**src/rtl/rail_seq_pkg.sv**
```systemverilog
package rail_seq_pkg;

    typedef enum logic [2:0] {
        ST_IDLE = 3'd0,
        ST_HOLD = 3'd1,
        ST_CUT  = 3'd2,
        ST_DEAD = 3'd3,
        ST_RAMP = 3'd4
    } seq_state_t;

    localparam logic RAIL_HIGH = 1'b0;
    localparam logic RAIL_LOW  = 1'b1;
    localparam int   RAIL_NUM  = 2;

endpackage

```
**src/rtl/rail_seq_dead_timer.sv**
```systemverilog
module rail_seq_dead_timer #(
    parameter int DEAD_W = 8
) (
    input  logic              clk,
    input  logic              rst_n,
    input  logic              load,
    input  logic              dec,
    input  logic [DEAD_W-1:0] load_val,
    output logic              done
);

    logic [DEAD_W-1:0] cnt_q;

    always_ff @(posedge clk or negedge rst_n) begin
        if (!rst_n) begin
            cnt_q <= '0;
        end else if (load) begin
            cnt_q <= load_val;
        end else if (dec && cnt_q != '0) begin
            cnt_q <= cnt_q - 1'b1;
        end
    end

    assign done = (cnt_q == DEAD_W'(1));

    // a counting timer never reaches zero without passing the done point
    assert_timer_no_underrun_R4: assert property (@(posedge clk) disable iff (!rst_n)
        (dec && !load && cnt_q == DEAD_W'(1)) |=> (cnt_q == '0));

endmodule

```
**src/rtl/rail_seq_gate_ramp.sv**
```systemverilog
module rail_seq_gate_ramp #(
    parameter int   GATE_N   = 8,
    parameter int   STEP_CYC = 4,
    parameter logic ON_RESET = 1'b0
) (
    input  logic              clk,
    input  logic              rst_n,
    input  logic              clear,
    input  logic              start,
    input  logic              advance,
    output logic [GATE_N-1:0] gates,
    output logic              full
);

    localparam int CW = (STEP_CYC > 1) ? $clog2(STEP_CYC) : 1;
    localparam logic [CW-1:0] STEP_LAST = CW'(STEP_CYC - 1);

    logic [GATE_N-1:0] gates_q;
    logic [CW-1:0]     step_q;

    always_ff @(posedge clk or negedge rst_n) begin
        if (!rst_n) begin
            gates_q <= {GATE_N{ON_RESET}};
            step_q  <= '0;
        end else if (clear) begin
            gates_q <= '0;
            step_q  <= '0;
        end else if (start) begin
            gates_q <= GATE_N'(1);
            step_q  <= '0;
        end else if (advance && !full) begin
            if (step_q == STEP_LAST) begin
                gates_q <= (gates_q << 1) | GATE_N'(1);
                step_q  <= '0;
            end else begin
                step_q <= step_q + 1'b1;
            end
        end
    end

    assign gates = gates_q;
    assign full  = &gates_q;

    // at most one gate is added per cycle
    assert_one_gate_per_step_R5: assert property (@(posedge clk) disable iff (!rst_n)
        !clear |=> ($countones(gates_q) <= $countones($past(gates_q)) + 1));

    // the enabled gates always form a contiguous run from bit 0
    assert_low_bits_first_R5: assert property (@(posedge clk) disable iff (!rst_n)
        ((gates_q & (gates_q + GATE_N'(1))) == '0));

endmodule

```
**src/rtl/rail_seq_fsm.sv**
```systemverilog
module rail_seq_fsm
    import rail_seq_pkg::*;
#(
    parameter int DEAD_W = 8
) (
    input  logic              clk,
    input  logic              rst_n,
    input  logic              req_valid,
    input  logic              req_rail,
    input  logic [DEAD_W-1:0] dead_cycles,
    input  logic              stall_ack,
    input  logic              dead_done,
    input  logic              tgt_full,
    output logic              tgt_rail,
    output logic [DEAD_W-1:0] dead_val,
    output logic              rail_sel,
    output logic              stall,
    output logic              busy,
    output logic              cut_all,
    output logic              timer_load,
    output logic              timer_dec,
    output logic              ramp_start,
    output logic              ramp_adv
);

    seq_state_t        state_q, state_d;
    logic              tgt_q;
    logic              rail_q;
    logic [DEAD_W-1:0] dead_q;
    logic              accept;

    assign accept = (state_q == ST_IDLE) && req_valid && (req_rail != rail_q);

    always_comb begin
        state_d = state_q;
        unique case (state_q)
            ST_IDLE: if (accept)     state_d = ST_HOLD;
            ST_HOLD: if (stall_ack)  state_d = ST_CUT;
            ST_CUT:                  state_d = ST_DEAD;
            ST_DEAD: if (dead_done)  state_d = ST_RAMP;
            ST_RAMP: if (tgt_full)   state_d = ST_IDLE;
            default:                 state_d = ST_IDLE;
        endcase
    end

    always_ff @(posedge clk or negedge rst_n) begin
        if (!rst_n) begin
            state_q <= ST_IDLE;
            tgt_q   <= RAIL_HIGH;
            rail_q  <= RAIL_HIGH;
            dead_q  <= DEAD_W'(1);
        end else begin
            state_q <= state_d;
            if (accept) begin
                tgt_q  <= req_rail;
                dead_q <= (dead_cycles == '0) ? DEAD_W'(1) : dead_cycles;
            end
            if (state_q == ST_DEAD && dead_done) begin
                rail_q <= tgt_q;
            end
        end
    end

    always_comb begin
        stall      = (state_q != ST_IDLE);
        busy       = (state_q != ST_IDLE);
        cut_all    = (state_q == ST_CUT);
        timer_load = (state_q == ST_CUT);
        timer_dec  = (state_q == ST_DEAD);
        ramp_start = (state_q == ST_DEAD) && dead_done;
        ramp_adv   = (state_q == ST_RAMP);
    end

    assign tgt_rail = tgt_q;
    assign dead_val = dead_q;
    assign rail_sel = rail_q;

    // no progress past the hold state until the core acknowledges
    assert_hold_until_ack_R3: assert property (@(posedge clk) disable iff (!rst_n)
        (state_q == ST_HOLD && !stall_ack) |=> (state_q == ST_HOLD));

    // a request for the present rail leaves the sequencer idle
    assert_same_rail_ignored_R2: assert property (@(posedge clk) disable iff (!rst_n)
        (state_q == ST_IDLE && req_valid && req_rail == rail_q) |=> (state_q == ST_IDLE));

    // the target and dead time stay fixed during a switch
    assert_busy_request_dropped_R8: assert property (@(posedge clk) disable iff (!rst_n)
        (state_q != ST_IDLE) |=> ($stable(tgt_q) && $stable(dead_q)));

endmodule

```
**src/rtl/rail_switch_seq.sv**
```systemverilog
module rail_switch_seq
    import rail_seq_pkg::*;
#(
    parameter int GATE_N   = 8,
    parameter int STEP_CYC = 4,
    parameter int DEAD_W   = 8
) (
    input  logic              clk,
    input  logic              rst_n,
    input  logic              req_valid,
    input  logic              req_rail,
    input  logic [DEAD_W-1:0] dead_cycles,
    input  logic              stall_ack,
    output logic              stall,
    output logic [GATE_N-1:0] gate_hi,
    output logic [GATE_N-1:0] gate_lo,
    output logic              rail_sel,
    output logic              busy
);

    logic              tgt_rail;
    logic [DEAD_W-1:0] dead_val;
    logic              dead_done;
    logic              cut_all;
    logic              timer_load;
    logic              timer_dec;
    logic              ramp_start;
    logic              ramp_adv;
    logic              tgt_full;

    logic [GATE_N-1:0] bank_gates [RAIL_NUM];
    logic              bank_full  [RAIL_NUM];

    rail_seq_fsm #(
        .DEAD_W (DEAD_W)
    ) fsm_i (
        .clk         (clk),
        .rst_n       (rst_n),
        .req_valid   (req_valid),
        .req_rail    (req_rail),
        .dead_cycles (dead_cycles),
        .stall_ack   (stall_ack),
        .dead_done   (dead_done),
        .tgt_full    (tgt_full),
        .tgt_rail    (tgt_rail),
        .dead_val    (dead_val),
        .rail_sel    (rail_sel),
        .stall       (stall),
        .busy        (busy),
        .cut_all     (cut_all),
        .timer_load  (timer_load),
        .timer_dec   (timer_dec),
        .ramp_start  (ramp_start),
        .ramp_adv    (ramp_adv)
    );

    rail_seq_dead_timer #(
        .DEAD_W (DEAD_W)
    ) timer_i (
        .clk      (clk),
        .rst_n    (rst_n),
        .load     (timer_load),
        .dec      (timer_dec),
        .load_val (dead_val),
        .done     (dead_done)
    );

    for (genvar r = 0; r < RAIL_NUM; r++) begin : g_bank
        localparam logic ON_AT_RESET = (r == int'(RAIL_HIGH));
        logic sel_this;
        assign sel_this = (tgt_rail == 1'(r));

        rail_seq_gate_ramp #(
            .GATE_N   (GATE_N),
            .STEP_CYC (STEP_CYC),
            .ON_RESET (ON_AT_RESET)
        ) ramp_i (
            .clk     (clk),
            .rst_n   (rst_n),
            .clear   (cut_all),
            .start   (ramp_start && sel_this),
            .advance (ramp_adv && sel_this),
            .gates   (bank_gates[r]),
            .full    (bank_full[r])
        );
    end

    assign gate_hi  = bank_gates[int'(RAIL_HIGH)];
    assign gate_lo  = bank_gates[int'(RAIL_LOW)];
    assign tgt_full = tgt_rail ? bank_full[int'(RAIL_LOW)] : bank_full[int'(RAIL_HIGH)];

    // the two rails are never connected at once
    assert_no_rail_overlap_R4: assert property (@(posedge clk) disable iff (!rst_n)
        !((|gate_hi) && (|gate_lo)));

    // a gate may move only while the core is held
    assert_stall_covers_gates_R3: assert property (@(posedge clk) disable iff (!rst_n)
        (!$stable(gate_hi) || !$stable(gate_lo)) |-> (stall && $past(stall)));

    // stall is lifted only after the target bank was already full
    assert_release_after_full_R7: assert property (@(posedge clk) disable iff (!rst_n)
        $fell(stall) |-> $past(tgt_full));

    // the selected rail moves only together with the first target gate
    assert_rail_sel_with_ramp_R6: assert property (@(posedge clk) disable iff (!rst_n)
        !$stable(rail_sel) |-> ($countones(rail_sel ? gate_lo : gate_hi) == 1));

endmodule

```
**config.mk**
```make
export PLATFORM = sky130hd
export DESIGN_NAME = rail_switch_seq
export DESIGN_NICKNAME = d
export VERILOG_FILES = /design/src/rtl/rail_seq_pkg.sv /design/src/rtl/rail_seq_dead_timer.sv /design/src/rtl/rail_seq_gate_ramp.sv /design/src/rtl/rail_seq_fsm.sv /design/src/rtl/rail_switch_seq.sv
export SDC_FILE = /design/constraint.sdc
export NUM_CORES = 1
export LEC_CHECK = 0
export ABC_AREA = 1
export BUFFER_PORTS_ARGS = -buffer_cell sky130_fd_sc_hd__buf_4
export CORE_MARGIN = 2
export CORE_UTILIZATION = 57
export DETAILED_ROUTE_END_ITERATION = 8
export PLACE_DENSITY = 0.76
export SLEW_MARGIN = 0
export SYNTH_ARGS = -nofsm -noshare
export SYNTH_HDL_FRONTEND = slang
export SYNTH_SLANG_ARGS = --single-unit
```
**constraint.sdc**
```tcl
create_clock -name clk -period 2.35 [get_ports clk]
set_clock_uncertainty 0.2 [all_clocks]
set_input_delay 0.1175 -clock clk [delete_from_list [all_inputs] [get_ports clk]]
set_output_delay 0.1175 -clock clk [all_outputs]
set_load 0.1 [all_outputs]
```
==> results of run 1 <==
-- power by group through the flow --
stage / combinational (mW) / clock, mW / sequential [mW]
2_1_floorplan: 0.0125 / 0 / 0.733
3_3_place_gp: 0.0453 / 0 / 0.734
3_5_place_dp: 0.0463 / 0 / 0.735
4_1_cts: 0.0607 / 0.461 / 0.722
5_1_grt: 0.0683 / 0.487 / 0.723
6_report: 0.0601 / 0.447 / 0.722
-- sequential cells by signal (all words and copies together), names as in the netlist --
signal and flops:
g_bank.ramp_i.step_q 4, fsm_i.state_q 3, g_bank.ramp_i.gates 16, fsm_i.tgt_rail 1, timer_i.cnt_q 8, fsm_i.dead_val 8
fsm_i.rail_sel 1
-- cells by family (layout without fill, tap and decap cells) --
logic type	after synthesis	after routing	share of synthesized area, %
AND/OR/NAND/NOR	183	183	36.66
flip-flops	41	41	45.98
AO/OA/AOI/OAI	25	25	6.489
buffers and inverters	35	79	6.711
adder cells (fa/ha/maj)	4	4	2.219
XOR/XNOR	5	5	1.941
-- Yosys cell counts --
master,count,share of area (%)
buf_2,4,0.89
a21oi_1,2,0.44
o21ai_1,1,0.22
nand2_4,1,0.50
ha_1,4,2.2
dfstp_2,9,10
nand3_2,5,2.2
nand3_1,23,5.1
inv_1,22,3.7
a31oi_1,1,0.28
or2_2,1,0.28
nand4_1,4,1.1
nand3_4,1,0.78
nor2_1,34,5.7
buf_4,2,0.67
nand2_2,2,0.55
and2_1,1,0.28
nand2_1,103,17
o211ai_1,6,2.0
xor2_1,5,1.9
a22oi_1,2,0.67
nor3_1,1,0.22
buf_6,1,0.50
nor2_2,5,1.4
nor3_4,2,1.4
inv_2,6,1.0
o21ai_0,13,2.9
dfrtp_1,32,35
-- path summary, 6_finish.rpt --
kind / to / slack (ns) / cells after the start / from
max in group asynchronous: fsm_i.dead_val[0] / 1.45 / 2 / rst_n
min in group asynchronous: fsm_i.state_q[1] / 0.14 / 2 / rst_n
max reg2reg: g_bank[1].ramp_i.gates[4] / 0.32 / 9 / timer_i.cnt_q[1]
min: fsm_i.dead_val[0] / 0.06 / 5 / req_valid
min reg2reg: g_bank[0].ramp_i.gates[7] / 0.28 / 2 / g_bank[0].ramp_i.gates[7]
max: g_bank[1].ramp_i.gates[4] / 0.32 / 9 / timer_i.cnt_q[1]
-- metrics by stage --
step | instances | worst slack (ns) | hold WS, ns
finish | 385 | 0.3183 | 0.06322
CTS | 385 | 0.3209 | 0.05449
global placement | 366 | 0.4100 | -0.07477
detailed placement | 366 | 0.3477 | -0.07445
floorplan | 293 | 0.2380 | -0.3781
global route | 385 | 0.1587 | 0.1185
-- tightest hold or removal path, delay by kind of cell --
kind | cells | cell delay [ns]
compound gates | 1 | 0.04
buf+inv | 2 | 0.20
simple gates | 2 | 0.20
-- layout make-up --
| class | count | share of cell area (%) |
|---|---|---|
| Clock buffer | 7 | 2.825 |
| Sequential cell | 41 | 38.40 |
| Multi-Input combinational cell | 217 | 39.51 |
| Tap cell | 48 | 2.223 |
| Clock inverter | 1 | 0.1853 |
| Inverter | 28 | 3.891 |
| Timing Repair Buffer | 43 | 12.97 |
-- metal layers --
metal,global-route usage (%),vias to the layer above
met5,0,-
met4,8.418,0
met3,6.250,9
met2,39.38,51
met1,28.82,922
li1,-,1015
-- placed cells by master, fill, tap and decap left out, types with 4 or more instances in the layout --
cell / n
nand2_1: 103
nor2_1: 34
dfrtp_1: 32
buf_4: 32
nand3_1: 23
inv_1: 22
o21ai_0: 13
dlygate4sd3_1: 11
dfstp_2: 9
inv_2: 6
o211ai_1: 6
nor2_2: 5
nand3_2: 5
xor2_1: 5
clkbuf_8: 5
nand4_1: 4
ha_1: 4
==> impl_metrics.json, run 1 <==
{
  "ctsHoldBuffers": 11,
  "drive_gt1_share_pct": 20.77,
  "grt_overflow": 0,
  "grtUsageTotal_pct": 23.43,
  "vias_per_cell": 5.187,
  "power_frac_clock_pct": 36.4,
  "n_fill_cell": 307,
  "cts_tree": "done",
  "power_density_nw_per_um2": 454.9,
  "wl_met3_um": 223,
  "yosys_warnings": 0,
  "critPathLaunchType": "flop",
  "clk_pin_slew_worst_paths_ns": 0.08,
  "final_util_pct": 72.16,
  "ys_seq_elements": 41,
  "finalPower_mw": 1.229,
  "final_nets": 353,
  "wl_um": 4737,
  "vias": 1997,
  "cts_sinks": 41,
  "cp.required_ns": 2.33,
  "crit_type": "flop to flop",
  "critical_path.cell_chain": "inv_1, ha_1, nand2_1, nor2_2, nand3_2, nand3_2, nand2_2, nand2_1, nand2_1",
  "hold_viol": 0,
  "p_sw_share_pct": 22.28,
  "postCtsSetupRepairBufs": 0,
  "max_slew_margin_pct": 61.59,
  "die_x_um": 66.91,
  "syn2layout_area_growth_pct": 19.74,
  "placementRows": 22,
  "start_util_pct": 60.26,
  "synth_fp_nets": 310,
  "synth_cells": 293,
  "drt_iter0_drc": 108,
  "post-route-period-util_pct": 86.46,
  "grt_pass1_vias": 1856,
  "avgSynthCellArea_um2": 7.699,
  "maxCapViolations": 0,
  "fp.dieArea_um2": 4477,
  "leakage_nw": 1.411,
  "multi_input_area_um2": 1067,
  "cts_max_level": 2,
  "place_area_um2": 2510,
  "grt_max_degree": 42,
  "die_height_um": 66.91,
  "cp_slowest_stage_delay_ns": 0.39,
  "insertion_delay_ns": 0.29,
  "dp_hpwl_um": 3221,
  "seq_power_share_pct": 58.7,
  "rsz0062_at_grt": "no",
  "worstPathArrival_ns": 2.01,
  "portBuffers": 31,
  "wl_met1_um": 2175,
  "drt.antenna.violating_nets": 0,
  "highest_layer": "met4",
  "seq_area_frac_synth_pct": 45.98,
  "combPwrFrac_pct": 4.9,
  "route.detailed.drc": 0,
  "dr.pass1.iters": 4,
  "final-setup-viol-count": 0,
  "max-vdd-ir-drop_mv": 0.3452,
  "worst_pin_slew_ns": 0.5742,
  "post_cts_resized": 0,
  "coreArea_um2": 3744,
  "wl_met2_um": 2260,
  "min_period_ns": 2.032,
  "path_buf_inv": 1,
  "stdcell_area_um2": 2701,
  "wire_per_inst_um": 12.30,
  "max_freq_mhz": 492.2,
  "internal-power_uw": 955.1,
  "min_path_type": "input pin to flop",
  "drv_slew": 0,
  "seqCellArea_um2": 1037,
  "synth.distinct_cells": 28,
  "cpLargestDelayFamily": "simple AND/OR/NAND/NOR gates",
  "routabilityCongestion": 0.9214,
  "insertedDiodeCount": 0,
  "cts-root-buf": "clkbuf_8",
  "grt_pass1_wl_um": 7859,
  "cts_buffer_depth": 2,
  "syn_area_um2": 2256,
  "numCtsBuffers": 5,
  "fin_setup_tns_ns": 0,
  "cp_max_fo": 12,
  "crit_path_end_kind": "flop",
  "boundaryPins": 32,
  "outcome": "finished clean",
  "critPathSlowestCell": "dfrtp_1",
  "netSwitchingPower_uw": 273.7,
  "antenna_found_initial": 0,
  "crit_top_cell": "nand2_1"
}
Note: power is estimated with default switching activity, not from simulation.
==> run 2, diff against run 1 <==
CORE_UTILIZATION = 42   (was 57)
PLACE_DENSITY = 0.59   (was 0.76)
==> impl_metrics.json, run 2 (synthesized netlist as in run 1, its figures left out) <==
{
  "grt_pass1_vias": 1795,
  "placementRows": 26,
  "cts_tree": "done",
  "insertion_delay_ns": 0.29,
  "max-vdd-ir-drop_mv": 0.3094,
  "portBuffers": 31,
  "power_density_nw_per_um2": 450.3,
  "drt_iter0_drc": 85,
  "start_util_pct": 43.89,
  "route.detailed.drc": 0,
  "placed_cells": 390,
  "fin_setup_tns_ns": 0,
  "final_util_pct": 53.24,
  "fp.dieArea_um2": 5974,
  "ctsHoldBuffers": 10,
  "grtUsageTotal_pct": 17.66,
  "place_area_um2": 2552,
  "cts_max_level": 2,
  "drv_slew": 0,
  "grt_max_degree": 42,
  "cts_buffer_depth": 2,
  "post-route-period-util_pct": 83.06,
  "met2_usage_pct": 27.30,
  "largest_register_ffs": 16,
  "syn2layout_area_growth_pct": 21.30,
  "rsz0062_at_grt": "no",
  "p_sw_share_pct": 22.45,
  "outcome": "finished clean",
  "critPathLaunchType": "flop",
  "min_period_ns": 1.952,
  "postCtsSetupRepairBufs": 0,
  "vias_per_cell": 4.782,
  "critical_path.cell_chain": "inv_1, ha_1, nand2_1, nor2_2, nand3_2, nand3_2, nand2_4, nand2_1, nand2_1",
  "leakage_nw": 1.413,
  "drive_gt1_share_pct": 21.30,
  "multi_input_area_um2": 1067,
  "mostFrequentLayoutCells": "nand2_1, nor2_1, buf_4",
  "cp.required_ns": 2.38,
  "routabilityCongestion": 0.7938,
  "worst_hold_path.num_cells": 4,
  "wire_per_inst_um": 11.62,
  "cts_sinks": 41,
  "met3_usage_pct": 3.412,
  "worst_pin_slew_ns": 0.5170,
  "netSwitchingPower_uw": 276.6,
  "internal-power_uw": 955.6,
  "insertedDiodeCount": 0,
  "busiest_layer": "met2",
  "clk_pin_slew_worst_paths_ns": 0.08,
  "worstRegToRegCells": 9,
  "critPathSlowestCell": "dfrtp_1",
  "max_slew_margin_pct": 65.53,
  "final_nets": 354,
  "power_frac_clock_pct": 36.7,
  "grt_pass1_wl_um": 8507,
  "whs_ns": 0.01095,
  "die_x_um": 77.29,
  "worstPathArrival_ns": 1.98,
  "layout.cells.non_filler": 408,
  "crit_top_cell": "nand2_1",
  "n_fill_cell": 519,
  "cts-root-buf": "clkbuf_8",
  "crit_type": "flop to flop",
  "min_path_type": "input pin to flop",
  "hold_viol": 0,
  "numCtsBuffers": 5,
  "max_freq_mhz": 512.3,
  "stdcell_area_um2": 2736,
  "grt_overflow": 0,
  "crit_path_end_kind": "flop",
  "cp_max_fo": 11,
  "final_common_cell": "nand2_1",
  "combPwrFrac_pct": 4.8,
  "use_met1_pct": 24.55,
  "seqCellArea_um2": 1037,
  "boundaryPins": 32,
  "dr.pass1.iters": 4,
  "wl_um": 4739,
  "die_height_um": 77.29,
  "coreArea_um2": 5140,
  "vias": 1951,
  "dp_hpwl_um": 3330,
  "antenna_found_initial": 0,
  "post_cts_resized": 0,
  "final-setup-viol-count": 0,
  "drt.antenna.violating_nets": 0,
  "maxCapViolations": 0,
  "seq_power_share_pct": 58.5,
  "cp_slowest_stage_delay_ns": 0.38
}
run 2: changes by cell type in the layout (fill, tap and decap cells not counted):
| cell | before | now |
|---|---|---|
| buf_4 | 32 | 34 |
| clkinv_2 | 1 | 0 |
| clkinvlp_4 | 0 | 1 |
| dlygate4sd3_1 | 11 | 10 |
run 2: final cells by class:
type	instances	share of cell area, %
Timing Repair Buffer	44	12.99
Inverter	28	3.841
Clock inverter	1	0.2743
Sequential cell	41	37.91
Tap cell	70	3.201
Clock buffer	7	2.789
Multi-Input combinational cell	217	39.00
run 2: critical path: cells and delay by family, from the launching register on:
| kind | cells | cell delay, ns |
|---|---|---|
| and+or+nand+nor | 7 | 1.05 |
| DFF | 1 | 0.38 |
| adders and majority gates | 1 | 0.15 |
| buffers and inverters | 1 | 0.11 |
run 2: per-layer routing:
layer / vias up / share of wire (%)
li1: 1012 / -
met1: 889 / 49
met2: 41 / 45
met3: 9 / 3.6
met4: 0 / 1.9
met5: - / 0
run 2: path summary, 6_finish.rpt:
check / startpoint / to / slack [ns]
worst max-delay path: timer_i.cnt_q[1] / g_bank[0].ramp_i.gates[2] / 0.40
worst min-delay path: stall_ack / fsm_i.state_q[0] / 0.01
worst max register to register: timer_i.cnt_q[1] / g_bank[0].ramp_i.gates[2] / 0.40
worst min register to register: g_bank[0].ramp_i.gates[7] / g_bank[0].ramp_i.gates[7] / 0.29
max in group asynchronous: rst_n / fsm_i.dead_val[0] / 1.44
min in group asynchronous: rst_n / g_bank[0].ramp_i.step_q[1] / 0.14
run 2: stage by stage:
stage	setup slack (ns)	power [mW]
6_report	0.3981	1.232
5_1_grt	0.2587	1.299
4_1_cts	0.4062	1.255
3_5_place_dp	0.4190	0.7817
3_3_place_gp	0.4619	0.7807
2_1_floorplan	0.2380	0.7458
run 2: power groups by stage:
stage	Clock (mW)	Combinational, mW	Sequential [mW]
global placement	0	0.0463	0.734
floorplan	0	0.0125	0.733
CTS	0.474	0.0603	0.721
global route	0.509	0.0675	0.723
detailed placement	0	0.0470	0.735
finish	0.452	0.0586	0.721
==> run 3, diff against run 2 <==
ABC_AREA = 0   (was 1)
clock period = 1.86 ns   (was 2.35 ns; I/O delays follow)
==> impl_metrics.json, run 3 <==
{
  "outcome": "complete, but fails checks",
  "violations": "setup timing",
  "synth_fp_nets": 199,
  "insertion_delay_ns": 0.30,
  "boundaryPins": 32,
  "finalPower_mw": 1.599,
  "grt_overflow": 0,
  "mostFrequentLayoutCells": "buf_4, nor2_1, dfrtp_1",
  "n_fill_cell": 416,
  "die_x_um": 74.58,
  "clk_pin_slew_worst_paths_ns": 0.07,
  "syn_area_um2": 2092,
  "vias": 1679,
  "cts-root-buf": "clkbuf_8",
  "final-setup-viol-count": 2,
  "portBuffers": 31,
  "route.detailed.drc": 0,
  "ys_seq_elements": 41,
  "leakage_nw": 1.497,
  "drive_gt1_share_pct": 46.67,
  "synthTopCellsByArea": "dfrtp_1, dfstp_2, mux2i_1, mux2_2, nor2_1",
  "crit_path_end_kind": "flop",
  "start_util_pct": 44.00,
  "grt_pass1_vias": 1727,
  "grt_pass1_wl_um": 8197,
  "avgSynthCellArea_um2": 11.49,
  "synth_edf_count": 0,
  "hold_viol": 0,
  "multi_input_area_um2": 1051,
  "placementRows": 25,
  "synth-async-reset-ratio_pct": 100.0,
  "routabilityCongestion": 0.9588,
  "cts_tree": "done",
  "min_path_type": "input pin to asynchronous set/reset pin",
  "cp_max_fo": 6,
  "largest_register_ffs": 16,
  "critPathLaunchType": "flop",
  "synth.distinct_cells": 49,
  "drv_slew": 0,
  "max_freq_mhz": 526.1,
  "max_slew_margin_pct": 64.35,
  "yosys_most_used_dff": "dfrtp_1",
  "final_nets": 271,
  "worst_pin_slew_ns": 0.5347,
  "syn2layout_area_growth_pct": 41.99,
  "dr.pass1.iters": 4,
  "vias_per_cell": 5.214,
  "grt_max_degree": 42,
  "wire_per_inst_um": 15.86,
  "worstPathArrival_ns": 1.88,
  "cts_sinks": 41,
  "synth_top_area_share_pct": 38.28,
  "cts_max_level": 2,
  "post-route-period-util_pct": 102.2,
  "insertedDiodeCount": 0,
  "max-vdd-ir-drop_mv": 0.4102,
  "synth.most_common_cell": "dfrtp_1",
  "cp.required_ns": 1.84,
  "synth_cells": 182,
  "layout.cells.non_filler": 322,
  "die_height_um": 74.58,
  "fp.dieArea_um2": 5561,
  "power_density_nw_per_um2": 538.3,
  "dp_hpwl_um": 3490,
  "maxCapViolations": 0,
  "ys_top_cells_by_count": "dfrtp_1, nor2_1, mux2i_1, mux2_2, nand2_1",
  "drt_iter0_drc": 113,
  "rsz0062_at_grt": "yes",
  "final_common_cell": "buf_4",
  "coreArea_um2": 4755,
  "yosys.area.top_type": "dfrtp_1",
  "drt.antenna.violating_nets": 0,
  "yosys_warnings": 0,
  "setup_ws_ns": -0.04061,
  "placed_cells": 298,
  "seq_area_frac_synth_pct": 49.58,
  "crit_type": "flop to flop",
  "grtUsageTotal_pct": 19.76,
  "antenna_found_initial": 0,
  "numCtsBuffers": 5,
  "wl_um": 5108,
  "seqCellArea_um2": 1104,
  "cts_buffer_depth": 2,
  "fin_setup_tns_ns": -0.07192,
  "min_period_ns": 1.901
}
run 3: cell families after synthesis:
logic type,count (synthesis),synth area share [%]
buffers and inverters,11,3.588
XOR/XNOR,1,0.4187
AO/OA/AOI/OAI,34,12.14
flip-flops,41,49.58
multiplexers,26,13.04
AND/OR/NAND/NOR,65,18.84
adder cells (fa/ha/maj),4,2.392
run 3: what timing repair did:
item | in CTS | in global routing
resized for setup | 3 | 15
endpoints found under the setup margin | 4 | 20
hold endpoints to repair | 52 | 0
buffers inserted | 0 | 4
hold buffers | 12 | 0
pin swaps | 0 | 4
run 3: final timing paths:
| kind | slack (ns) | cells after the start | from | end |
|---|---|---|---|---|
| max | -0.04 | 6 | timer_i.cnt_q[1] | timer_i.cnt_q[0] |
| min | 0.12 | 2 | rst_n | timer_i.cnt_q[2] |
| max reg2reg | -0.04 | 6 | timer_i.cnt_q[1] | timer_i.cnt_q[0] |
| min reg2reg | 0.29 | 2 | fsm_i.dead_val[0] | fsm_i.dead_val[0] |
| max in group asynchronous | 0.92 | 2 | rst_n | g_bank[1].ramp_i.gates[4] |
| min in group clk | 0.29 | 2 | fsm_i.dead_val[0] | fsm_i.dead_val[0] |
run 3: power by group:
part / total [mW] / leakage, nW / switching, mW / internal, mW
registers: 0.890 / 0.519 / 0 / 0.890
logic: 0.0641 / 0.923 / 0.0300 / 0.0341
clock network: 0.645 / 0.0542 / 0.309 / 0.336
run 3: cell type report:
type | count | share of cell area (%)
Multi-Input combinational cell | 130 | 35.38
Clock buffer | 7 | 3.243
Sequential cell | 41 | 37.15
Inverter | 5 | 0.6318
Clock inverter | 1 | 0.1685
Timing Repair Buffer | 71 | 20.60
Tap cell | 67 | 2.822
run 3: worst max-delay path, stage by stage (launching register included):
cell	delay, ns
dfrtp_1	0.38
inv_2	0.06
ha_4	0.16
nor3b_4	0.15
a211o_4	0.35
and2_4	0.17
a221o_2	0.33
run 3: through the flow:
step	hold slack, ns	worst slack [ns]	util [%]	instance area, µm²
2_1_floorplan	-0.4026	-0.06738	-	2177
5_1_grt	0.1520	-0.09268	62.47	2970
3_3_place_gp	-0.1013	0.00009381	55.32	2630
4_1_cts	0.1264	-0.04382	60.21	2863
6_report	0.1205	-0.04061	62.47	2970
3_5_place_dp	-0.09480	-0.04615	55.32	2630
run 3: layer usage:
layer	share of wire, %	global-route usage (%)	vias up
li1	-	-	815
met1	45	25.89	818
met2	49	31.66	37
met3	4.0	4.336	9
met4	2.2	8.532	0
met5	0	0	-
